$ cat config.mk
export PLATFORM = sky130hd
export DESIGN_NAME = i2c_line_monitor
export DESIGN_NICKNAME = d
export VERILOG_FILES = /design/src/rtl/i2cmon_pkg.sv /design/src/rtl/i2cmon_glitch_filter.sv /design/src/rtl/i2cmon_classifier.sv /design/src/rtl/i2cmon_drive_hold.sv /design/src/rtl/i2c_line_monitor.sv
export SDC_FILE = /design/constraint.sdc
export NUM_CORES = 1
export LEC_CHECK = 0
export BUFFER_PORTS_ARGS = -buffer_cell sky130_fd_sc_hd__buf_2
export CORE_MARGIN = 4
export CORE_UTILIZATION = 56
export CTS_CLUSTER_DIAMETER = 120
export DETAILED_ROUTE_END_ITERATION = 8
export GPL_TIMING_DRIVEN = 0
export PLACE_DENSITY = 0.85
export SETUP_SLACK_MARGIN = 0.1
export SYNTH_ARGS = -nofsm -noshare
export SYNTH_HDL_FRONTEND = slang
export SYNTH_SLANG_ARGS = --single-unit
$ cat constraint.sdc
create_clock -name clk -period 1.8 [get_ports clk]
set_input_delay 0.18 -clock clk [delete_from_list [all_inputs] [get_ports clk]]
set_output_delay 0.18 -clock clk [all_outputs]
set_load 0.02 [all_outputs]
$ cat src/rtl/i2cmon_pkg.sv
package i2cmon_pkg;

    // One-cycle bus events produced by the classifier
    typedef struct packed {
        logic stop;
        logic start;
        logic rstart;
        logic rise;
        logic fall;
    } bus_ev_t;

    localparam int unsigned NUM_LINES = 2;
    localparam int unsigned LINE_SCL  = 0;
    localparam int unsigned LINE_SDA  = 1;

    // Round a time in ns up to whole clock cycles
    function automatic int unsigned ns_to_cycles(input int unsigned ns, input int unsigned period_ps);
        return (ns * 1000 + period_ps - 1) / period_ps;
    endfunction

    // Counter width able to hold the value maxval
    function automatic int unsigned cnt_width(input int unsigned maxval);
        return (maxval < 2) ? 1 : $clog2(maxval + 1);
    endfunction

endpackage

$ cat src/rtl/i2cmon_glitch_filter.sv
module i2cmon_glitch_filter #(
    parameter int unsigned FILT_CYC = 4
) (
    input  logic clk,
    input  logic rst,
    input  logic raw,
    output logic level
);
    localparam int unsigned CW = i2cmon_pkg::cnt_width(FILT_CYC);
    localparam logic [CW-1:0] LAST = CW'(FILT_CYC - 1);

    logic [1:0]    sync_q;
    logic          s;
    logic [CW-1:0] run_q;
    logic          level_q;

    assign s = sync_q[1];

    always_ff @(posedge clk) begin
        if (rst) begin
            sync_q  <= 2'b11;
            run_q   <= '0;
            level_q <= 1'b1;
        end else begin
            sync_q <= {sync_q[0], raw};
            if (s == level_q) begin
                run_q <= '0;
            end else if (run_q == LAST) begin
                level_q <= s;
                run_q   <= '0;
            end else begin
                run_q <= run_q + CW'(1);
            end
        end
    end

    assign level = level_q;

    AST_FILT_PERSIST: assert property (@(posedge clk) disable iff (rst) (level_q != $past(level_q)) |-> ($past(s) == level_q && $past(s, 2) == level_q)) else $error("filtered level moved without a persistent input");

endmodule

$ cat src/rtl/i2cmon_classifier.sv
module i2cmon_classifier import i2cmon_pkg::*; #(
    parameter int unsigned FREE_STD_CYC  = 235,
    parameter int unsigned FREE_FAST_CYC = 65
) (
    input  logic    clk,
    input  logic    rst,
    input  logic    fast_mode,
    input  logic    scl_f,
    input  logic    sda_f,
    output bus_ev_t ev,
    output logic    busy
);
    localparam int unsigned FREE_MAX = (FREE_STD_CYC > FREE_FAST_CYC) ? FREE_STD_CYC : FREE_FAST_CYC;
    localparam int unsigned TW = cnt_width(FREE_MAX);
    localparam logic [TW-1:0] STD_LD  = TW'(FREE_STD_CYC);
    localparam logic [TW-1:0] FAST_LD = TW'(FREE_FAST_CYC);

    logic          scl_p, sda_p;
    logic          busy_q, busy_n;
    logic [TW-1:0] free_q, free_n;
    bus_ev_t       ev_q, ev_n;
    logic          cond_start, cond_stop;

    assign cond_start = scl_f & sda_p & ~sda_f;
    assign cond_stop  = scl_f & ~sda_p & sda_f;

    always_comb begin
        ev_n   = '0;
        busy_n = busy_q;
        free_n = free_q;
        if (free_q != '0) begin
            free_n = free_q - TW'(1);
        end
        if (cond_stop) begin
            ev_n.stop = 1'b1;
            busy_n    = 1'b0;
            free_n    = fast_mode ? FAST_LD : STD_LD;
        end else if (cond_start) begin
            if (busy_q) begin
                ev_n.rstart = 1'b1;
            end else if (free_q == '0) begin
                ev_n.start = 1'b1;
                busy_n     = 1'b1;
            end
        end else begin
            ev_n.rise = scl_f & ~scl_p;
            ev_n.fall = ~scl_f & scl_p;
        end
    end

    always_ff @(posedge clk) begin
        if (rst) begin
            scl_p  <= 1'b1;
            sda_p  <= 1'b1;
            busy_q <= 1'b0;
            free_q <= '0;
            ev_q   <= '0;
        end else begin
            scl_p  <= scl_f;
            sda_p  <= sda_f;
            busy_q <= busy_n;
            free_q <= free_n;
            ev_q   <= ev_n;
        end
    end

    assign ev   = ev_q;
    assign busy = busy_q;

    AST_ONE_EVENT: assert property (@(posedge clk) disable iff (rst) $onehot0(ev_q)) else $error("more than one event in a cycle");
    AST_START_SETS_BUSY: assert property (@(posedge clk) disable iff (rst) ev_q.start |-> (busy_q && !$past(busy_q))) else $error("start not from idle");
    AST_BUSY_ONLY_BY_START: assert property (@(posedge clk) disable iff (rst) $rose(busy_q) |-> ev_q.start) else $error("busy without start");
    AST_RSTART_WHEN_BUSY: assert property (@(posedge clk) disable iff (rst) ev_q.rstart |-> (busy_q && $past(busy_q))) else $error("repeated start on idle bus");
    AST_STOP_CLEARS_BUSY: assert property (@(posedge clk) disable iff (rst) ev_q.stop |-> !busy_q) else $error("stop left bus busy");
    AST_RISE_FOLLOWS_SCL: assert property (@(posedge clk) disable iff (rst) ev_q.rise |-> (scl_p && !$past(scl_p))) else $error("rise pulse without scl rise");

endmodule

$ cat src/rtl/i2cmon_drive_hold.sv
module i2cmon_drive_hold #(
    parameter int unsigned HOLD_CYC = 15
) (
    input  logic clk,
    input  logic rst,
    input  logic scl_f,
    input  logic req,
    output logic drive
);
    localparam int unsigned HW = i2cmon_pkg::cnt_width(HOLD_CYC);
    localparam logic [HW-1:0] HOLD_LD = HW'(HOLD_CYC);

    logic          scl_p;
    logic [HW-1:0] wait_q;
    logic          drive_q;
    logic          scl_fell, open_win;

    assign scl_fell = scl_p & ~scl_f;
    assign open_win = ~scl_f & ~scl_p & (wait_q == '0);

    always_ff @(posedge clk) begin
        if (rst) begin
            scl_p   <= 1'b1;
            wait_q  <= '0;
            drive_q <= 1'b0;
        end else begin
            scl_p <= scl_f;
            if (scl_fell) begin
                wait_q <= HOLD_LD;
            end else if (wait_q != '0) begin
                wait_q <= wait_q - HW'(1);
            end
            if (open_win) begin
                drive_q <= req;
            end
        end
    end

    assign drive = drive_q;

    AST_DRIVE_SCL_LOW: assert property (@(posedge clk) disable iff (rst) (drive_q != $past(drive_q)) |-> (!$past(scl_f) && !$past(scl_p))) else $error("drive moved outside clock-low phase");

endmodule

$ cat src/rtl/i2c_line_monitor.sv
module i2c_line_monitor import i2cmon_pkg::*; #(
    parameter int unsigned CLK_PERIOD_PS = 20000,
    parameter int unsigned SPIKE_NS      = 50,
    parameter int unsigned HOLD_NS       = 300,
    parameter int unsigned FREE_STD_NS   = 4700,
    parameter int unsigned FREE_FAST_NS  = 1300
) (
    input  logic clk,
    input  logic rst,
    input  logic scl_raw,
    input  logic sda_raw,
    input  logic fast_mode,
    input  logic drive_low_req,
    output logic scl_level,
    output logic sda_level,
    output logic start_pulse,
    output logic rstart_pulse,
    output logic stop_pulse,
    output logic scl_rise_pulse,
    output logic scl_fall_pulse,
    output logic bus_busy,
    output logic sda_drive_low
);
    // A spike of SPIKE_NS can cover ceil(SPIKE_NS/period) samples; one more is required
    localparam int unsigned FILT_CYC      = ns_to_cycles(SPIKE_NS, CLK_PERIOD_PS) + 1;
    localparam int unsigned HOLD_CYC      = ns_to_cycles(HOLD_NS, CLK_PERIOD_PS);
    localparam int unsigned FREE_STD_CYC  = ns_to_cycles(FREE_STD_NS, CLK_PERIOD_PS);
    localparam int unsigned FREE_FAST_CYC = ns_to_cycles(FREE_FAST_NS, CLK_PERIOD_PS);

    logic [NUM_LINES-1:0] raw_v;
    logic [NUM_LINES-1:0] lvl_v;
    bus_ev_t              ev_w;

    assign raw_v[LINE_SCL] = scl_raw;
    assign raw_v[LINE_SDA] = sda_raw;

    for (genvar i = 0; i < NUM_LINES; i++) begin : g_line
        i2cmon_glitch_filter #(.FILT_CYC(FILT_CYC)) u_filt (
            .clk   (clk),
            .rst   (rst),
            .raw   (raw_v[i]),
            .level (lvl_v[i])
        );
    end

    i2cmon_classifier #(
        .FREE_STD_CYC  (FREE_STD_CYC),
        .FREE_FAST_CYC (FREE_FAST_CYC)
    ) u_class (
        .clk       (clk),
        .rst       (rst),
        .fast_mode (fast_mode),
        .scl_f     (lvl_v[LINE_SCL]),
        .sda_f     (lvl_v[LINE_SDA]),
        .ev        (ev_w),
        .busy      (bus_busy)
    );

    i2cmon_drive_hold #(.HOLD_CYC(HOLD_CYC)) u_hold (
        .clk   (clk),
        .rst   (rst),
        .scl_f (lvl_v[LINE_SCL]),
        .req   (drive_low_req),
        .drive (sda_drive_low)
    );

    assign scl_level      = lvl_v[LINE_SCL];
    assign sda_level      = lvl_v[LINE_SDA];
    assign start_pulse    = ev_w.start;
    assign rstart_pulse   = ev_w.rstart;
    assign stop_pulse     = ev_w.stop;
    assign scl_rise_pulse = ev_w.rise;
    assign scl_fall_pulse = ev_w.fall;

    AST_STOP_NOT_WITH_START: assert property (@(posedge clk) disable iff (rst) !(stop_pulse && (start_pulse || rstart_pulse || scl_rise_pulse))) else $error("stop shares a cycle with another event");

endmodule

==> impl_metrics.ini <==
[logic_synthesis]
synth-async-reset-ratio_pct = 0
synth_seq_cells = 33
synth.top_cell.area_share_pct = 49.2
synth_cells = 140
ys.flop_type = dfxtp_1
yosysWarnings = 0
synth_edf_count = 0
synth.net_count = 153
yosysTopAreaCell = dfxtp_1
yosys-top-cells-area = dfxtp_1 (49%), ha_1 (6.5%), inv_1 (3.6%)
syn-cell-area_um2 = 1340
syn_avg_cell_area_um2 = 9.59
yosysSeqAreaShare_pct = 49.2
synth.distinct_cells = 33

[critical_path]
cp_num_buf_inv = 1
worst_setup_path_end_kind = flop
cp_slowest_stage_delay_ns = 0.35
cp_cell_sequence = inv_1 -> ha_2 -> nor4b_4 -> and2_4 -> nand3_2 -> a221oi_2
crit_fanout = 5
required_ns = 2.04
slowest_stage = dfxtp_1
cp_top_family = simple AND/OR/NAND/NOR gates
worstPathArrival_ns = 1.83
startpoint_type = flop
criticalPathCategory = reg -> reg

[place]
gp_congestion = 0.731
postPlaceCellArea_um2 = 1450
pre_cts_ws_ns = 0.211
placed_cells = 182
numPortBuffers = 14
place_hpwl_um = 1740

[detailed_routing]
post_drt_wl_per_cell_um = 12.4
via_per_inst = 5.19
drt_iter0_drc = 14
wl_met2_um = 1130
drc = 0
via_count = 986
drtPass1Iterations = 4
top_layer_used = met4
dr_wl_met3_um = 99
final_antenna_net_count = 0
wl_um = 2350
m1WireLength_um = 1060

[sta]
setup_tns_ns = 0
fin_skew_ns = 0.00623
fin_crit_ns = 1.58
fmax_mhz = 633
slew_viol_final = 0
max_slew_margin_pct = 69.7
fin_crit_sh_pct = 87.8
hold_viol = 0
worst_pin_slew_ns = 0.455
setup_viol = 0
setup_ws_ns = 0.219
rsz0062_at_grt = no

[status]
status = complete, no violations

[die]
fp.dieH_um = 57.0
die_area_um2 = 3250
die_w_um = 57.0
start_util_pct = 59.5
io_pins = 15
core_um2 = 2250
rows = 17

[power]
p_leak_nw = 0.641
vdd.ir_drop.worst_uv = 1150
powerDensity_nw_per_um2 = 1490

[layout]
nets = 174
layout_commonest_cell = dfxtp_1
drive_above_1_share_pct = 22.2
fin_cells = 190
finalInstanceArea_um2 = 1540
diodes = 0
area_delta_synth_final_pct = 14.7
most-common-layout-cells = dfxtp_1 (33), buf_2 (15), nor2_1 (13)

[grt]
grt_pass1_wl_um = 4220
grt_start_max_net_pins = 11
antenna_found_initial = 0
globalRouteOverflowTotal = 0
grt_pass1_vias = 993
gr-usage-all-layers_pct = 16.9

[clocking]
clk_pin_slew_ns = 0.10
clockBufferDepth = 2
numCtsBuffers = 5
cts_tree = done
numClockSinks = 33
clock_latency_ns = 0.33
cts.htree.levels = 2
root_buffer = clkbuf_4

[run]
drv_cap = 0

[min_path]
hp-class = in -> reg
[metrics by stage]
| step | total power [mW] | util, % | hold slack (ns) |
|---|---|---|---|
| 3_3_place_gp | 1.66 | 64.2 | 0.364 |
| 6_report | 2.29 | 68.3 | 0.0377 |
| 2_1_floorplan | 1.58 | - | 0.284 |
| 4_1_cts | 2.30 | 68.0 | 0.0323 |
| 3_5_place_dp | 1.72 | 64.2 | 0.378 |
| 5_1_grt | 2.47 | 68.3 | 0.0251 |
[worst register-to-register path, stage by stage (launching register included)]
cell and delay [ns]:
dfxtp_1 0.35, inv_1 0.10, ha_2 0.20, nor4b_4 0.32
and2_4 0.24, nand3_2 0.08, a221oi_2 0.22
[sequential cells by signal, indices dropped and copies added (netlist names)]
register	cells
u_class.sda_p	1
g_line.u_filt.level	2
u_hold.drive	1
g_line.u_filt.run_q	6
u_class.busy	1
u_class.ev	5
u_class.free_q	8
u_class.scl_p	1
u_hold.wait_q	4
g_line.u_filt.sync_q	4
[area by class of cell]
cell class                 count  area [um^2]
timing repair buffer          14         70.1
clock inverter                 1         30.0
tap                           28         35.0
buffer                         3         12.5
clock buffer                   7         55.1
inverter                      13         48.8
fill                         193          714
sequential                    33          661
multi-input combinational     91          628
[path summary, 6_finish.rpt]
check | slack [ns] | to | cells after the start | startpoint
max | 0.22 | u_class.busy | 6 | u_class.free_q[1]
min | 0.04 | g_line[0].u_filt.sync_q[0] | 2 | scl_raw
max reg2reg | 0.22 | u_class.busy | 6 | u_class.free_q[1]
min reg2reg | 0.42 | g_line[0].u_filt.sync_q[1] | 1 | g_line[0].u_filt.sync_q[0]
[synthesized netlist by cell type (2+ instances only)]
master / count
dfxtp_1: 33
inv_1: 13
nand2b_1: 2
a21oi_1: 9
or2_2: 5
clkbuf_1: 2
nand3b_1: 4
nand2_1: 11
or3_1: 4
xnor2_1: 5
ha_1: 7
a31oi_1: 2
nor2_1: 13
nor3_1: 4
mux2i_1: 4
o21ai_0: 4
nor4_1: 2
[timing repair]
action / CTS / global route
endpoints found under the hold margin: 0 / 0
setup buffers: 0 / 0
setup endpoints to repair: 0 / 3
hold buffers: 0 / 0
gates resized for setup: 0 / 3
[report_power, final]
part | total [mW] | internal [mW] | switching [mW]
combinational | 0.758 | 0.384 | 0.374
clock | 0.574 | 0.332 | 0.242
sequential | 0.962 | 0.840 | 0.122
total | 2.29 | 1.56 | 0.738
[cells by family after synthesis]
group           share of synthesized area [%]
simple gates                             23.6
flops                                    49.2
compound gates                           9.23
buf+inv                                  4.57
fa+ha+maj                                6.52
xor+xnor                                 3.91
mux                                      2.98
[layer usage]
layer | GRT usage [%] | vias up
met2 | 28.5 | 14
li1 | - | 515
met4 | 10.3 | 0
met1 | 18.3 | 452
met5 | 0 | -
met3 | 5.20 | 5
Power figures use the tool's default switching activity.
